**config.mk**
```make
export PLATFORM = sky130hd
export DESIGN_NAME = addr_chk_top
export DESIGN_NICKNAME = d
export VERILOG_FILES = /design/src/rtl/addr_chk_pkg.sv /design/src/rtl/addr_region_dec.sv /design/src/rtl/addr_perm_eval.sv /design/src/rtl/addr_fault_regs.sv /design/src/rtl/addr_chk_top.sv
export SDC_FILE = /design/constraint.sdc
export NUM_CORES = 1
export LEC_CHECK = 0
export ABC_AREA = 0
export BUFFER_PORTS_ARGS = -buffer_cell sky130_fd_sc_hd__buf_4
export CORE_ASPECT_RATIO = 1.75
export CORE_MARGIN = 4
export CORE_UTILIZATION = 49
export DETAILED_ROUTE_END_ITERATION = 8
export GPL_TIMING_DRIVEN = 0
export PLACE_DENSITY = 0.95
export SLEW_MARGIN = 15
export SYNTH_ARGS = -nofsm -noshare
export SYNTH_HDL_FRONTEND = slang
export SYNTH_SLANG_ARGS = --single-unit
```
**constraint.sdc**
```tcl
create_clock -name clk_i -period 3.8 [get_ports clk_i]
set_input_delay 0.76 -clock clk_i [delete_from_list [all_inputs] [get_ports clk_i]]
set_output_delay 0.76 -clock clk_i [all_outputs]
set_load 0.005 [all_outputs]
```
**src/rtl/addr_chk_pkg.sv**
```systemverilog
package addr_chk_pkg;

  typedef enum logic [1:0] {
    ACC_LOAD  = 2'd0,
    ACC_STORE = 2'd1,
    ACC_FETCH = 2'd2,
    ACC_RSVD  = 2'd3
  } acc_e;

  typedef enum logic [2:0] {
    FLT_NONE   = 3'd0,
    FLT_SUP_X  = 3'd1,
    FLT_SUP_D  = 3'd2,
    FLT_MISS_X = 3'd3,
    FLT_MISS_D = 3'd4,
    FLT_PERM_R = 3'd5,
    FLT_PERM_W = 3'd6,
    FLT_PERM_X = 3'd7
  } fault_e;

  typedef enum logic [1:0] {
    RT_IDENT  = 2'd0,
    RT_XLATE  = 2'd1,
    RT_SUPFLT = 2'd2
  } route_e;

  function automatic logic is_xlate_fault(fault_e f);
    return (f == FLT_MISS_X) || (f == FLT_MISS_D) || (f == FLT_PERM_R) ||
           (f == FLT_PERM_W) || (f == FLT_PERM_X);
  endfunction

endpackage

```
**src/rtl/addr_region_dec.sv**
```systemverilog
module addr_region_dec
  import addr_chk_pkg::*;
#(
  parameter int unsigned VA_W = 32,
  parameter logic [VA_W-1:0] BYPASS_BASE = 32'hC000_0000,
  parameter logic [VA_W-1:0] USER_TOP    = 32'h8000_0000
) (
  input  logic [VA_W-1:0] vaddr_i,
  input  logic            user_mode_i,
  input  logic            mmu_en_i,
  output route_e          route_o
);

  logic in_bypass;
  logic in_priv;

  assign in_bypass = (vaddr_i >= BYPASS_BASE);
  assign in_priv   = (vaddr_i >= USER_TOP);

  always_comb begin
    if (!mmu_en_i) begin
      route_o = RT_IDENT;
    end else if (user_mode_i) begin
      route_o = in_priv ? RT_SUPFLT : RT_XLATE;
    end else begin
      route_o = in_bypass ? RT_IDENT : RT_XLATE;
    end
  end

endmodule

```
**src/rtl/addr_perm_eval.sv**
```systemverilog
module addr_perm_eval
  import addr_chk_pkg::*;
#(
  parameter int unsigned VA_W      = 32,
  parameter int unsigned PAGE_BITS = 12,
  localparam int unsigned PPN_W    = VA_W - PAGE_BITS
) (
  input  route_e             route_i,
  input  logic [VA_W-1:0]    vaddr_i,
  input  logic [1:0]         acc_type_i,
  input  logic               tlb_hit_i,
  input  logic [PPN_W-1:0]   tlb_ppn_i,
  input  logic               tlb_rd_i,
  input  logic               tlb_wr_i,
  input  logic               tlb_ex_i,
  output logic               ok_o,
  output logic [VA_W-1:0]    paddr_o,
  output fault_e             fault_o
);

  acc_e acc;
  logic is_fetch;
  logic is_store;
  logic perm_ok;

  assign acc      = acc_e'(acc_type_i);
  assign is_fetch = (acc == ACC_FETCH);
  assign is_store = (acc == ACC_STORE);

  always_comb begin
    unique case (acc)
      ACC_STORE: perm_ok = tlb_wr_i;
      ACC_FETCH: perm_ok = tlb_ex_i;
      default:   perm_ok = tlb_rd_i;
    endcase
  end

  always_comb begin
    ok_o    = 1'b0;
    paddr_o = vaddr_i;
    fault_o = FLT_NONE;
    unique case (route_i)
      RT_IDENT: ok_o = 1'b1;
      RT_SUPFLT: fault_o = is_fetch ? FLT_SUP_X : FLT_SUP_D;
      RT_XLATE: begin
        paddr_o = {tlb_ppn_i, vaddr_i[PAGE_BITS-1:0]};
        if (!tlb_hit_i) begin
          fault_o = is_fetch ? FLT_MISS_X : FLT_MISS_D;
        end else if (!perm_ok) begin
          fault_o = is_fetch ? FLT_PERM_X : (is_store ? FLT_PERM_W : FLT_PERM_R);
        end else begin
          ok_o = 1'b1;
        end
      end
      default: fault_o = FLT_NONE;
    endcase
  end

endmodule

```
**src/rtl/addr_fault_regs.sv**
```systemverilog
module addr_fault_regs
  import addr_chk_pkg::*;
#(
  parameter int unsigned VA_W      = 32,
  parameter int unsigned PAGE_BITS = 12,
  localparam int unsigned VPN_W    = VA_W - PAGE_BITS
) (
  input  logic             clk_i,
  input  logic             rst_ni,
  input  logic             req_valid_i,
  input  fault_e           fault_i,
  input  logic [VA_W-1:0]  vaddr_i,
  input  logic [1:0]       acc_type_i,
  output logic             fault_valid_o,
  output logic [2:0]       fault_code_o,
  output logic [VA_W-1:0]  bad_addr_o,
  output logic [VPN_W-1:0] fault_vpn_o,
  output logic             data_detail_o
);

  logic take;
  logic xlat;

  assign take = req_valid_i && (fault_i != FLT_NONE);
  assign xlat = is_xlate_fault(fault_i);

  always_ff @(posedge clk_i or negedge rst_ni) begin
    if (!rst_ni) begin
      fault_valid_o <= 1'b0;
      fault_code_o  <= '0;
      bad_addr_o    <= '0;
      fault_vpn_o   <= '0;
      data_detail_o <= 1'b0;
    end else begin
      fault_valid_o <= take;
      if (take) begin
        fault_code_o <= fault_i;
        bad_addr_o   <= vaddr_i;
        if (xlat) begin
          fault_vpn_o   <= vaddr_i[VA_W-1:PAGE_BITS];
          data_detail_o <= (acc_e'(acc_type_i) != ACC_FETCH);
        end
      end
    end
  end

endmodule

```
**src/rtl/addr_chk_top.sv**
```systemverilog
module addr_chk_top
  import addr_chk_pkg::*;
#(
  parameter int unsigned VA_W      = 32,
  parameter int unsigned PAGE_BITS = 12,
  parameter logic [VA_W-1:0] BYPASS_BASE = 32'hC000_0000,
  parameter logic [VA_W-1:0] USER_TOP    = 32'h8000_0000,
  localparam int unsigned PPN_W    = VA_W - PAGE_BITS
) (
  input  logic             clk_i,
  input  logic             rst_ni,
  input  logic             req_valid_i,
  input  logic [VA_W-1:0]  vaddr_i,
  input  logic [1:0]       acc_type_i,
  input  logic             user_mode_i,
  input  logic             mmu_en_i,
  input  logic             tlb_hit_i,
  input  logic [PPN_W-1:0] tlb_ppn_i,
  input  logic             tlb_rd_i,
  input  logic             tlb_wr_i,
  input  logic             tlb_ex_i,
  output logic             allow_o,
  output logic [VA_W-1:0]  paddr_o,
  output logic             fault_valid_o,
  output logic [2:0]       fault_code_o,
  output logic [VA_W-1:0]  bad_addr_o,
  output logic [PPN_W-1:0] fault_vpn_o,
  output logic             data_detail_o
);

  route_e route;
  logic   ok;
  fault_e fault;

  addr_region_dec #(
    .VA_W(VA_W), .BYPASS_BASE(BYPASS_BASE), .USER_TOP(USER_TOP)
  ) u_dec (
    .vaddr_i     (vaddr_i),
    .user_mode_i (user_mode_i),
    .mmu_en_i    (mmu_en_i),
    .route_o     (route)
  );

  addr_perm_eval #(.VA_W(VA_W), .PAGE_BITS(PAGE_BITS)) u_perm (
    .route_i    (route),
    .vaddr_i    (vaddr_i),
    .acc_type_i (acc_type_i),
    .tlb_hit_i  (tlb_hit_i),
    .tlb_ppn_i  (tlb_ppn_i),
    .tlb_rd_i   (tlb_rd_i),
    .tlb_wr_i   (tlb_wr_i),
    .tlb_ex_i   (tlb_ex_i),
    .ok_o       (ok),
    .paddr_o    (paddr_o),
    .fault_o    (fault)
  );

  assign allow_o = req_valid_i && ok;

  addr_fault_regs #(.VA_W(VA_W), .PAGE_BITS(PAGE_BITS)) u_regs (
    .clk_i         (clk_i),
    .rst_ni        (rst_ni),
    .req_valid_i   (req_valid_i),
    .fault_i       (fault),
    .vaddr_i       (vaddr_i),
    .acc_type_i    (acc_type_i),
    .fault_valid_o (fault_valid_o),
    .fault_code_o  (fault_code_o),
    .bad_addr_o    (bad_addr_o),
    .fault_vpn_o   (fault_vpn_o),
    .data_detail_o (data_detail_o)
  );

endmodule

```
==> run summary <==
The iteration count of the initial detailed-routing pass is 4. For the total number of nets in the final design, the log shows 435. The final number of max-transition violations was 0; the placement row count was 37. The clock network burns 18.8% of the power. Internal power comes to 1.757 mW. The leakage dissipation is 2.261 nW. The tools report the via count of the routed design as 2248. The sequential share of power was 40.9%; the post-DP HPWL was 6291 µm. In this run the post-CTS setup repair buffer count came out at 0. The most used flip-flop cell after synthesis is sky130_fd_sc_hd__dfrtp_1.

In this run the worst path has a maximum fanout of 10. The clock tree synthesis step divided the H-tree into 3 levels. Static timing analysis puts the maximum clock frequency at 287.6 MHz.

The number of gates resized after CTS was 0. In this run the power density over the cells is 546.2 mW/mm². TritonCTS built the clock tree. By startpoint and endpoint, the worst setup path is classified as primary input to output port. The clock period could shrink to 3.477 ns.

The final hold violation count is 0, and the clock input transition at the sequential cells of the worst setup and hold paths is 0.06 ns. The DRC violations left was 0. The worst setup path is captured at an output port.

The die covers 0.007540 mm². The worst path uses 91.51% of the clock period. Of the total power, combinational logic draws 40.2%. The count of mapped cells out of synthesis was 203; the post-synthesis sequential element count was 57. After layout, the worst setup slack is 0.3225 ns. The library cell occupying the most area in the post-synthesis netlist is sky130_fd_sc_hd__dfrtp_1. The worst setup path is launched from a primary input. The final-layout fill cell count came out at 425. The clock reaches the later pin of the worst-skew pair after 0.33 ns. The flow ran to the end, and the final reports show no timing, DRC or antenna violations. At the end of routability-driven placement, the weighted congestion stood at 0.9064. Entering global routing, the biggest net connects 58 pins. The overall die height was 111.9 µm.

The number of setup violations in the final report was 0. Dividing the detail-routed wire length by the instance count gives 17.83 µm. The run gives 0.001426 mm² as the sequential cell area.

Length in cells of the worst reg-to-reg path: 1. In this run, synthesis inferred 0 flip-flops with an integrated enable. TritonCTS created 9 clock buffers. STA puts the critical path data required time at 3.04 ns. VDD sags by at most 0.3679 mV. Fraction of registers with async set/reset: 100.0%.

Summed over all layers, the global routing overflow is 0. After synthesis, the most frequently instantiated cells are sky130_fd_sc_hd__dfrtp_1 (57), sky130_fd_sc_hd__mux2_4 (48), sky130_fd_sc_hd__mux2_2 (24). By area the synthesized netlist is led by sky130_fd_sc_hd__dfrtp_1 (47%), sky130_fd_sc_hd__mux2_4 (24%), sky130_fd_sc_hd__mux2_2 (8.9%).

For the pin with the worst max-slew slack, the measured transition is 0.7069 ns. The first global-routing pass estimated 12700 µm of wire. Across every metal layer, demand over resource in global routing totals 22.79%. The post-detailed-routing wire length was 7953 µm; the total negative slack for setup checks was 0 ns. The worst path arrival time was 2.72 ns; the growth of design area from synthesis to finish was 45.94%. The number of maximum-capacitance constraint violations was 0; the number of design-rule violations left by the first detailed-router iteration was 85. The net switching fraction of the power is 27.08%. The path class of the lowest-slack min-delay path is primary input to asynchronous set/reset pin. Yosys instantiated no cell more often than sky130_fd_sc_hd__dfrtp_1. In the final layout, the multi-input gates occupy 0.001379 mm². Synthesis instantiated 33 different standard cells from the library.

In this run the power spent charging and discharging nets is 0.6525 mW. Summing every instance area after synthesis gives 0.003023 mm². The worst slew margin relative to its limit came out at 52.87%. The post-synthesis net count was 272; the total inserted antenna cells was 0. The run gives 0 as the number of antenna violations at the first check in global routing. During placement, the flow inserted port buffers numbering 152. The die width was 67.38 µm. The number of hold buffers added after CTS was 0; the fraction of final layout cells sized beyond drive strength 1 was 71.20%. In this run the clock root is driven by a sky130_fd_sc_hd__clkbuf_8. The via count of the first global-routing pass was 2551. Setup repair after global routing left no endpoint under its margin. Prior to clock tree synthesis, the placed netlist has a worst setup slack of 0.2987 ns. For this design, the sink count on the clock tree is 57. Across the routed clock network, the largest skew measured is 0 ns. Maximum clock insertion buffer count: 2. The starting density of the core came out at 51.01%. The run gives 0 as the number of warning messages in the yosys log. The fraction of the yosys area taken by sequential cells was 47.19%. During I/O placement, the number of pins put on the boundary was 153. Dividing the detail-routed via count by the number of cells gives 5.040.

The average instance in the mapped netlist occupies 14.89 µm². The fraction of synthesized cell area taken by the top area cell type is 47.19%. The count of nets left with antenna violations once routing finished came out at 0. The run gives 0.005926 mm² as the placeable core area.
==> sequential cells by signal, summed over array words and instances (netlist names) <==
register,flops
u_regs.fault_vpn_o,20
u_regs.fault_valid_o,1
u_regs.fault_code_o,3
u_regs.data_detail_o,1
u_regs.bad_addr_o,32
==> power by group through the flow <==
stage / Combinational (mW) / Clock, mW / Sequential (mW)
after floorplan: 0.408 / 0 / 0.989
after global placement: 0.954 / 0 / 0.975
after detailed placement: 0.986 / 0 / 0.988
after CTS: 0.987 / 0.469 / 0.986
after global routing: 1.04 / 0.500 / 1.02
final: 0.969 / 0.454 / 0.987
==> final cells by class <==
type | count | area share [%]
Timing Repair Buffer | 152 | 25.86
Clock inverter | 1 | 0.1134
Sequential cell | 57 | 32.33
Multi-Input combinational cell | 119 | 31.25
Tap cell | 78 | 2.212
Buffer | 21 | 4.424
Inverter | 6 | 0.5105
Clock buffer | 12 | 3.290
==> path summary, 6_finish.rpt <==
path                                       start                endpoint  slack [ns]
max                                  vaddr_i[30]             paddr_o[14]        0.32
min                                       rst_ni   u_regs.bad_addr_o[19]        0.47
min in group clk_i          u_regs.bad_addr_o[2]    u_regs.bad_addr_o[2]        0.51
max reg2reg                u_regs.bad_addr_o[10]   u_regs.bad_addr_o[10]        3.01
max in group asynchronous                 rst_ni  u_regs.fault_vpn_o[15]        2.85
min reg2reg                 u_regs.bad_addr_o[2]    u_regs.bad_addr_o[2]        0.51
==> metrics by stage <==
step	power [mW]	hold WS [ns]	cells	util, %	instance area (µm²)
after detailed placement	1.974	0.4949	433	71.92	4262
after CTS	2.442	0.4968	446	74.45	4412
after global placement	1.929	0.4653	433	71.92	4262
after global routing	2.554	0.5280	446	74.45	4412
final	2.409	0.4702	446	74.45	4412
after floorplan	1.397	0.4644	203	-	3023
==> worst max-delay path: stages <==
cell and delay [ns]:
sky130_fd_sc_hd__buf_4 0.12, sky130_fd_sc_hd__o21ai_0 0.13, sky130_fd_sc_hd__and2_1 0.17, sky130_fd_sc_hd__ha_1 0.15, sky130_fd_sc_hd__clkbuf_1 0.28, sky130_fd_sc_hd__buf_1 0.54, sky130_fd_sc_hd__mux2_2 0.41, sky130_fd_sc_hd__buf_4 0.14
==> cell families (layout without fill, tap and decap cells) <==
family	after synthesis	after routing	synth area share, %
compound gates	18	18	4.926
flops	57	57	47.19
simple gates	22	22	5.090
mux	73	73	33.11
buf+inv	27	192	7.202
fa+ha+maj	6	6	2.483
==> routing by layer <==
metal,track usage [%],routed length (µm),up-vias
met3,4.541,416,20
li1,-,-,1029
met5,0,0,-
met2,42.51,4727,94
met1,22.46,2564,1105
met4,11.52,245,0
==> cells in the final DEF, fill, tap and decap left out, types with 3 or more instances in the layout <==
cell type	netlist	final
sky130_fd_sc_hd__buf_4	12	164
sky130_fd_sc_hd__buf_6	3	3
sky130_fd_sc_hd__nor2b_1	4	4
sky130_fd_sc_hd__buf_12	3	3
sky130_fd_sc_hd__dfrtp_1	57	57
sky130_fd_sc_hd__nand2_1	3	3
sky130_fd_sc_hd__clkbuf_1	2	4
sky130_fd_sc_hd__inv_1	6	6
sky130_fd_sc_hd__clkbuf_8	0	10
sky130_fd_sc_hd__mux2_2	24	24
sky130_fd_sc_hd__ha_1	6	6
sky130_fd_sc_hd__a21oi_1	4	4
sky130_fd_sc_hd__mux2_4	48	48
sky130_fd_sc_hd__o21ai_0	7	7
(Power assumes the default switching activity.)
